==> src/rtl/page_seq_pkg.sv <==
package page_seq_pkg;
  typedef enum logic [2:0] {
    OP_XFR       = 3'd0,
    OP_CMP       = 3'd1,
    OP_PGM_ERASE = 3'd2,
    OP_PGM_AND   = 3'd3,
    OP_REWRITE   = 3'd4
  } page_op_e;

  typedef enum logic [1:0] {
    ST_IDLE,
    ST_FETCH,
    ST_RUN
  } seq_st_e;
endpackage

==> src/rtl/op_timer.sv <==
module op_timer #(
  parameter int unsigned CNT_W = 5
) (
  input  logic             clk_i,
  input  logic             rst_ni,
  input  logic             load_i,
  input  logic [CNT_W-1:0] load_val_i,
  output logic             expired_o
);
  logic [CNT_W-1:0] cnt_q;

  always_ff @(posedge clk_i or negedge rst_ni) begin
    if (!rst_ni)              cnt_q <= '0;
    else if (load_i)          cnt_q <= load_val_i;
    else if (cnt_q != '0)     cnt_q <= cnt_q - 1'b1;
  end

  assign expired_o = (cnt_q == '0);
endmodule

==> src/rtl/page_array.sv <==
module page_array #(
  parameter int unsigned NUM_PAGES  = 8,
  parameter int unsigned PAGE_BYTES = 16,
  localparam int unsigned PG_AW     = $clog2(NUM_PAGES),
  localparam int unsigned BY_AW     = $clog2(PAGE_BYTES)
) (
  input  logic                          clk_i,
  input  logic                          wr_en_i,
  input  logic                          wr_erase_i,
  input  logic [PG_AW-1:0]              wr_page_i,
  input  logic [PAGE_BYTES-1:0][7:0]    wr_data_i,
  input  logic [PG_AW-1:0]              rd_page_i,
  output logic [PAGE_BYTES-1:0][7:0]    rd_data_o,
  input  logic [PG_AW-1:0]              dbg_page_i,
  input  logic [BY_AW-1:0]              dbg_addr_i,
  output logic [7:0]                    dbg_data_o
);
  logic [PAGE_BYTES-1:0][7:0] mem_q [NUM_PAGES];

  // erase mode overwrites; otherwise bits can only be cleared
  always_ff @(posedge clk_i) begin
    if (wr_en_i)
      mem_q[wr_page_i] <= wr_erase_i ? wr_data_i : (mem_q[wr_page_i] & wr_data_i);
  end

  assign rd_data_o  = mem_q[rd_page_i];
  assign dbg_data_o = mem_q[dbg_page_i][dbg_addr_i];
endmodule

==> src/rtl/page_buffers.sv <==
module page_buffers #(
  parameter int unsigned PAGE_BYTES = 16,
  localparam int unsigned BY_AW     = $clog2(PAGE_BYTES)
) (
  input  logic                       clk_i,
  input  logic                       load_i,
  input  logic                       load_sel_i,
  input  logic [PAGE_BYTES-1:0][7:0] load_data_i,
  input  logic                       we_i,
  input  logic                       wr_sel_i,
  input  logic [BY_AW-1:0]           wr_addr_i,
  input  logic [7:0]                 wr_data_i,
  input  logic                       page_sel_i,
  output logic [PAGE_BYTES-1:0][7:0] page_o,
  input  logic                       rd_sel_i,
  input  logic [BY_AW-1:0]           rd_addr_i,
  output logic [7:0]                 rd_data_o
);
  logic [PAGE_BYTES-1:0][7:0] bufs [2];

  for (genvar b = 0; b < 2; b++) begin : g_buf
    logic [PAGE_BYTES-1:0][7:0] data_q;
    always_ff @(posedge clk_i) begin
      if (load_i && load_sel_i == 1'(b))
        data_q <= load_data_i;
      else if (we_i && wr_sel_i == 1'(b))
        data_q[wr_addr_i] <= wr_data_i;
    end
    assign bufs[b] = data_q;
  end

  assign page_o    = bufs[page_sel_i];
  assign rd_data_o = bufs[rd_sel_i][rd_addr_i];
endmodule

==> src/rtl/page_seq.sv <==
module page_seq
  import page_seq_pkg::*;
#(
  parameter int unsigned NUM_PAGES  = 8,
  parameter int unsigned PAGE_BYTES = 16,
  parameter int unsigned PROT_PAGES = 2,
  parameter int unsigned T_XFR      = 4,
  parameter int unsigned T_PROG     = 8,
  parameter int unsigned T_EP       = 12,
  localparam int unsigned PG_AW     = $clog2(NUM_PAGES),
  localparam int unsigned BY_AW     = $clog2(PAGE_BYTES),
  localparam int unsigned CNT_W     = $clog2(T_EP + T_PROG + T_XFR + 1)
) (
  input  logic             clk_i,
  input  logic             rst_ni,
  input  logic             wp_ni,
  input  logic             cmd_valid_i,
  input  logic [2:0]       cmd_op_i,
  input  logic             cmd_buf_i,
  input  logic [PG_AW-1:0] cmd_page_i,
  input  logic             buf_we_i,
  input  logic             buf_sel_i,
  input  logic [BY_AW-1:0] buf_addr_i,
  input  logic [7:0]       buf_wdata_i,
  output logic [7:0]       buf_rdata_o,
  input  logic [PG_AW-1:0] mem_page_i,
  input  logic [BY_AW-1:0] mem_addr_i,
  output logic [7:0]       mem_rdata_o,
  output logic             busy_o,
  output logic             rb_pull_low_o,
  output logic             cmp_diff_o,
  output logic             err_o
);
  localparam logic [PG_AW:0] PROT_LIM = (PG_AW+1)'(PROT_PAGES);

  seq_st_e            st_q;
  page_op_e           op_q, op_in;
  logic               buf_q;
  logic [PG_AW-1:0]   page_q;
  logic               err_q, cmp_q;
  logic               op_ok, is_prog_in, prot_hit, accept, tmr_exp;
  logic               tmr_load, fetch_done, run_done;
  logic [CNT_W-1:0]   tmr_val;
  logic               arr_wr, buf_load, byte_we;
  logic [PAGE_BYTES-1:0][7:0] arr_page, buf_page;

  always_comb begin
    op_in      = page_op_e'(cmd_op_i);
    op_ok      = (cmd_op_i <= 3'd4);
    is_prog_in = op_in inside {OP_PGM_ERASE, OP_PGM_AND, OP_REWRITE};
    prot_hit   = is_prog_in && !wp_ni && ({1'b0, cmd_page_i} < PROT_LIM);
    accept     = cmd_valid_i && op_ok && (st_q == ST_IDLE) && !prot_hit;
    fetch_done = (st_q == ST_FETCH) && tmr_exp;
    run_done   = (st_q == ST_RUN) && tmr_exp;
    tmr_load   = accept || fetch_done;
    unique case (op_in)
      OP_PGM_ERASE: tmr_val = CNT_W'(T_EP - 1);
      OP_PGM_AND:   tmr_val = CNT_W'(T_PROG - 1);
      default:      tmr_val = CNT_W'(T_XFR - 1);
    endcase
    if (fetch_done) tmr_val = CNT_W'(T_EP - 1);
    arr_wr   = run_done && (op_q inside {OP_PGM_ERASE, OP_PGM_AND, OP_REWRITE});
    buf_load = fetch_done || (run_done && op_q == OP_XFR);
    // the buffer owned by a running operation is closed to byte writes
    byte_we  = buf_we_i && !((st_q != ST_IDLE) && (buf_sel_i == buf_q));
  end

  always_ff @(posedge clk_i or negedge rst_ni) begin
    if (!rst_ni) begin
      st_q   <= ST_IDLE;
      op_q   <= OP_XFR;
      buf_q  <= 1'b0;
      page_q <= '0;
      err_q  <= 1'b0;
    end else begin
      err_q <= cmd_valid_i && op_ok && (st_q != ST_IDLE);
      if (accept) begin
        st_q   <= (op_in == OP_REWRITE) ? ST_FETCH : ST_RUN;
        op_q   <= op_in;
        buf_q  <= cmd_buf_i;
        page_q <= cmd_page_i;
      end else if (fetch_done) begin
        st_q <= ST_RUN;
      end else if (run_done) begin
        st_q <= ST_IDLE;
      end
    end
  end

  // compare flag survives reset on purpose
  always_ff @(posedge clk_i) begin
    if (run_done && op_q == OP_CMP) cmp_q <= (arr_page != buf_page);
  end

  op_timer #(.CNT_W(CNT_W)) u_timer (
    .clk_i      (clk_i),
    .rst_ni     (rst_ni),
    .load_i     (tmr_load),
    .load_val_i (tmr_val),
    .expired_o  (tmr_exp)
  );

  page_array #(.NUM_PAGES(NUM_PAGES), .PAGE_BYTES(PAGE_BYTES)) u_array (
    .clk_i      (clk_i),
    .wr_en_i    (arr_wr),
    .wr_erase_i (op_q != OP_PGM_AND),
    .wr_page_i  (page_q),
    .wr_data_i  (buf_page),
    .rd_page_i  (page_q),
    .rd_data_o  (arr_page),
    .dbg_page_i (mem_page_i),
    .dbg_addr_i (mem_addr_i),
    .dbg_data_o (mem_rdata_o)
  );

  page_buffers #(.PAGE_BYTES(PAGE_BYTES)) u_bufs (
    .clk_i       (clk_i),
    .load_i      (buf_load),
    .load_sel_i  (buf_q),
    .load_data_i (arr_page),
    .we_i        (byte_we),
    .wr_sel_i    (buf_sel_i),
    .wr_addr_i   (buf_addr_i),
    .wr_data_i   (buf_wdata_i),
    .page_sel_i  (buf_q),
    .page_o      (buf_page),
    .rd_sel_i    (buf_sel_i),
    .rd_addr_i   (buf_addr_i),
    .rd_data_o   (buf_rdata_o)
  );

  assign busy_o        = (st_q != ST_IDLE);
  assign rb_pull_low_o = (st_q != ST_IDLE);
  assign cmp_diff_o    = cmp_q;
  assign err_o         = err_q;
endmodule

==> config.mk <==
export PLATFORM = sky130hd
export DESIGN_NAME = page_seq
export DESIGN_NICKNAME = d
export VERILOG_FILES = /design/src/rtl/page_seq_pkg.sv /design/src/rtl/op_timer.sv /design/src/rtl/page_array.sv /design/src/rtl/page_buffers.sv /design/src/rtl/page_seq.sv
export SDC_FILE = /design/constraint.sdc
export NUM_CORES = 2
export LEC_CHECK = 0
export BUFFER_PORTS_ARGS = -buffer_cell sky130_fd_sc_hd__buf_2
export CORE_MARGIN = 2
export CORE_UTILIZATION = 38
export DETAILED_ROUTE_END_ITERATION = 10
export SYNTH_ARGS = -nofsm -noshare
export SYNTH_HDL_FRONTEND = slang
export SYNTH_SLANG_ARGS = --single-unit
==> constraint.sdc <==
create_clock -name clk_i -period 16.85 [get_ports clk_i]
set_clock_uncertainty 0.2 [all_clocks]
set_input_delay 3.37 -clock clk_i [delete_from_list [all_inputs] [get_ports clk_i]]
set_output_delay 3.37 -clock clk_i [all_outputs]
set_load 0.02 [all_outputs]
-- Word-level counts from Yosys, hierarchy flattened
Memory sizes are Yosys's and may differ from the RTL's.
Cells that the tools add are included.
- memories: 1
- output and inout port bits: 20
- flip-flop bits (word level): 272
- bits in writable memories: 1024
- bits of input ports: 32
- memory list (memory ; depth ; bits a word ; read ports ; clocked after Yosys merged registers in ; write ports ; line ; source):
    u_array.mem_q ; 8 ; 128 ; 2 ; 0 ; 1 ; page_array.sv:18 ; logic [PAGE_BYTES-1:0][7:0] mem_q [NUM_PAGES];
- bitwise logic cells: 5
- multiplexer cells: 29
- reduce and logical (&&, ||, !) cells: 34
- order comparisons: 7
- $add $sub $neg: 1
- eq/ne operators: 12
- operators with widths (operator ; number):
    two-way mux 128 bit ; 11
    bitwise mux 128 bit ; 2
    AND 128 bit ; 1
    inequality test 128 bit ; 1
    binary-select mux 8 bit (select 4 bit) ; 2
    demux 8 bit (select 4 bit) ; 1
    two-way mux 8 bit ; 3
    logical AND 1 bit ; 18
    two-way mux 5 bit ; 3
    equality test 3 x 2 -> 1 bit, second input constant ; 4
    less-than comparator 4 x 5 -> 1 bit, second input constant ; 2
    nonzero test 3 bit ; 3
    two-way mux 2 bit ; 4
    one-hot mux 4 bit (2 select lines) ; 1
    nonzero test 2 bit ; 4
    equality test 3 bit, second input constant ; 2
    zero test 5 bit ; 1
    nonzero test 5 bit ; 1
    subtractor 5 x 1 -> 5 bit, second input constant ; 1
    >= comparator 2 bit, second input constant ; 2
    >= comparator 4 x 1 -> 1 bit, second input constant ; 1
    NOT 1 -> 2 bit ; 2
    equality test 3 x 1 -> 1 bit, second input constant ; 1
    less-or-equal comparator 3 bit, second input constant ; 1
    11 further kinds ; 16

-- Longest topological paths before layout
- depth after elaboration: 8
- gate-level depth with buffers: 15
- gate-level depth less buffers: 10

-- Cells and area by module
A second synthesis with hierarchy kept.
- cell total of the unflattened synthesis: 4079
- area total of the unflattened synthesis: 71765.1 um2
- by module, submodules not included (module ; times used ; cells each ; area each (um2) ; seq. area each (um2)):
    page_array ; 1 ; 2511 ; 54786.3 ; 30749.5
    page_buffers ; 1 ; 1316 ; 14727.9 ; 7687.4
    page_seq ; 1 ; 225 ; 1971.9 ; 280.3
    op_timer ; 1 ; 27 ; 279.0 ; 125.1

-- Worst setup path before layout
No wires, ideal clock.
- kind: reg2reg
- from: register page_q[0]
- to: memory u_array.mem_q[1][0] (netlist bit) (enable)
- cell stages (with the launch flop): 9
- arrival: 13.857 ns
- slack: 1.859 ns
- library setup time: 0.934 ns
- data required time: 15.716 ns
- cell sequence: dfrtp_1 > clkbuf_1 > buf_2 > buf_1 > buf_2 > inv_1 > clkbuf_1 > buf_1 > nor4_1
- RTL lines (item ; line ; source):
    from (decl) ; page_seq.sv:39 ; logic [PG_AW-1:0] page_q;
    from (signal assigned) ; page_seq.sv:81 ; page_q <= cmd_page_i;
    to (decl) ; page_array.sv:18 ;
No word-level cell before the write port.

-- Worst setup path in the final report
- from: input mem_page_i[0]
- to: output mem_rdata_o[3]
- word-level cells in the longest chain between the ends: 3
- RTL lines (item ; line ; source):
    from (decl) ; page_seq.sv:26 ; input logic [PG_AW-1:0] mem_page_i,
    memory read (8 x 128 bit) ; - ;
    binary-select mux 8 bit (select 4 bit) ; page_array.sv:27 ; assign dbg_data_o = mem_q[dbg_page_i][dbg_addr_i];
    two-way mux 8 bit (not written as such) ; page_array.sv:27 ;
    to (decl) ; page_seq.sv:28 ; output logic [7:0] mem_rdata_o,
Every way passes these cells. The select of a mux whose other input is x is not followed.

==> flow_metrics.py <==
metrics = {
    "placed_design": {
        "place_inst": 6240,
        "hpwl_mm": 140,
        "pre_cts_slack_ns": 5.88,
        "place.gp.congestion": 0.894,
        "io_buffer_count": 51,
        "dpl-instance-area_um2": 68500,
    },
    "timing": {
        "tightest_slew_ns": 1.30,
        "clock.fmax_ghz": 0.0915,
        "hold_viol": 0,
        "worst_slack_ns": 5.92,
        "fin_tns_setup_ns": 0,
        "rsz0062_at_grt": "no",
        "min_period_ns": 10.93,
        "setup_viol": 0,
        "relSlewSlack_pct": 12.3,
        "post-route-period-util_pct": 64.9,
        "slew_viol_final": 0,
    },
    "clock_tree": {
        "cts_root_buffer": "clkbuf_16",
        "cts_tree": "built",
        "postCtsHoldBufs": 0,
        "clk_latency_ns": 0.79,
        "cts_max_level": 4,
        "cts_made_buffers": 142,
        "clock-sinks": 1296,
        "cts.clk_slew.worst_paths_ns": 0.06,
        "cts-resized-gates": 0,
        "clk_path_buf_depth": 3,
        "cts_setup_buffers": 0,
    },
    "cells_and_area": {
        "multi_input_area_um2": 24900,
        "drive_gt1_share_pct": 31.1,
        "fin_util_pct": 42.6,
        "nNetsFinal": 4236,
        "antenna_cells": 0,
        "seqCellArea_um2": 38900,
        "mostFrequentLayoutCell": "edfxtp_1",
        "fin_area_um2": 73000,
        "final_cell_mix": "edfxtp_1, mux4_2, mux2_2",
        "fill_cells": 15100,
        "areaGrowthSynthToFinish_pct": 11.6,
        "instances_no_fill": 6495,
    },
    "status": {
        "status": "finished clean",
    },
    "power": {
        "power_leakage_nw": 23.8,
        "max-vdd-ir-drop_uv": 97.3,
        "p_per_area_nw_per_um2": 157,
    },
    "global_routing": {
        "grt_start_max_net_pins": 186,
        "grt_pass1_vias": 41100,
        "gr-total-overflow": 0,
        "grt_pass1_wl_mm": 318,
        "antenna_found_initial": 21,
        "grtUsageTotal_pct": 25.6,
    },
    "yosys": {
        "ys_seq_area_share_pct": 59.4,
        "synth_edf_count": 1281,
        "yosys.area.top_type": "edfxtp_1",
        "ys_types": 55,
        "syn_avg_cell_area_um2": 15.9,
        "yosysWarningCount": 0,
        "ys.flop_type": "edfxtp_1",
        "syn_inst": 4113,
        "ys_seq_elements": 1296,
        "syn-num-nets": 4275,
        "synthesis.area_um2": 65400,
        "async_flop_share_pct": 1.16,
        "netlist_top_cells_area": "edfxtp_1, mux4_2, mux2_2, o21ai_0, ha_1",
        "yosys.area.top_type_share_pct": 58.8,
    },
    "critical_path": {
        "crit_buf_inv": 3,
        "crit_arrival_ns": 7.36,
        "cp-end-kind": "output pin",
        "crit_family": "multiplexers",
        "reg2reg_slack_ns": 9.73,
        "critPathSlowestCell": "buf_4",
        "max_stage_delay_ns": 0.89,
        "path_cells": "buf_8 > buf_4 > mux4_2 > mux4_2 > mux4_2 > mux2_2 > buf_2",
        "cp.required_ns": 13.28,
        "crit_path_frequent_cell": "mux4_2",
        "path_class": "input port to output pin",
        "worstSetupStartpointType": "input port",
        "path_max_fanout": 74,
    },
    "drt": {
        "firstDrtPassIters": 6,
        "drc": 0,
        "routed_wl_mm": 228,
        "wl_per_cell_um": 35.1,
        "viasPerCell": 6.62,
        "ant_nets": 0,
        "via_count": 43000,
        "drt_iter0_drc": 6725,
    },
    "floorplanning": {
        "ioPinCount": 52,
        "die_width_um": 419,
        "die-area_um2": 176000,
        "die_y_um": 419,
        "start_util_pct": 38.2,
        "core_um2": 171000,
        "rows": 152,
    },
    "run": {
        "cap_violations": 0,
    },
    "worst_hold_path": {
        "hold_path.class": "flop to flop",
    },
}
==> cell type report <==
type	count	area share (%)
clock buffer	166	5.05
clock inverter	89	1.13
inverter	120	0.624
multi-input combinational	2324	34.0
sequential	1296	53.2
tap	2310	3.96
timing repair buffer	190	1.98
==> where the power goes <==
part           leakage [nW]  switching, mW  internal, mW
Clock                  2.21           1.32          1.77
Sequential             11.9         0.0993          3.95
Combinational          9.68           2.95          1.41
==> path summary, 6_finish.rpt <==
check                                             start  cells past startpoint                            to
hold / removal             u_timer.cnt_q[1]$_DFFE_PN0P_                      2  u_timer.cnt_q[1]$_DFFE_PN0P_
setup / recovery                          mem_page_i[0]                      7                mem_rdata_o[3]
setup reg to reg                  page_q[0]$_DFFE_PN0P_                     10          cmp_diff_o$_DFFE_PP_
max in group asynchronous                        rst_ni                      1         page_q[0]$_DFFE_PN0P_
hold reg to reg            u_timer.cnt_q[1]$_DFFE_PN0P_                      2  u_timer.cnt_q[1]$_DFFE_PN0P_
min in group asynchronous                        rst_ni                      1           op_q[2]$_DFFE_PN0P_
==> cell families after synthesis <==
group	count (synthesis)	synth area share, %
buf+inv	493	2.96
mux	919	23.2
compound gates	769	8.12
fa+ha+maj	130	2.49
simple gates	504	3.87
xor+xnor	2	0.0268
flops	1296	59.4
==> state kept, by name, summed over array words and instances (netlist names) <==
signal and flops:
err_o 1, page_q 3, buf_q 1, op_q 3, u_bufs.bufs 256, cmp_diff_o 1, st_q 2, u_array.mem_q 1024
u_timer.cnt_q 5
==> routing by layer <==
metal | part of all wire (%) | vias to the layer above | global-route usage, %
met3 | 11 | 493 | 5.67
met2 | 45 | 3029 | 39.4
met4 | 4.2 | 12 | 9.97
li1 | - | 17000 | -
met5 | 0.040 | - | 0
met1 | 39 | 22500 | 35.4
==> worst reg2reg max path: cells and delay by family (launching register included) <==
kind | cells | cell delay [ns]
adders and majority gates | 1 | 0.40
DFF | 1 | 0.91
buffers and inverters | 3 | 1.16
AOI/OAI and AO/OA | 1 | 0.78
and+or+nand+nor | 5 | 3.26
==> metrics by stage <==
stage	power [mW]	hold WS [ns]
2_1_floorplan	6.44	0.302
3_3_place_gp	8.35	0.342
3_5_place_dp	8.40	0.345
4_1_cts	11.5	0.356
5_1_grt	11.8	0.406
6_report	11.5	0.355
==> Yosys cell counts (all sizes together) (5+ instances only) <==
cell	instances
a22o	14
nor3	12
o22a	9
dfrtp	15
a222oi	35
clkbuf	273
a221oi	83
mux2	433
edfxtp	1281
a22oi	120
a221o	91
mux4	434
o2111ai	5
ha	130
a21oi	39
mux2i	52
o22ai	6
o211a	10
nor3b	9
a211oi	5
nor2	43
nor4	42
inv	120
buf	100
o21ai	337
nand3	244
nand4	9
and3	10
and2	7
nor2b	13
nand2	93
(Power assumes the default switching activity.)
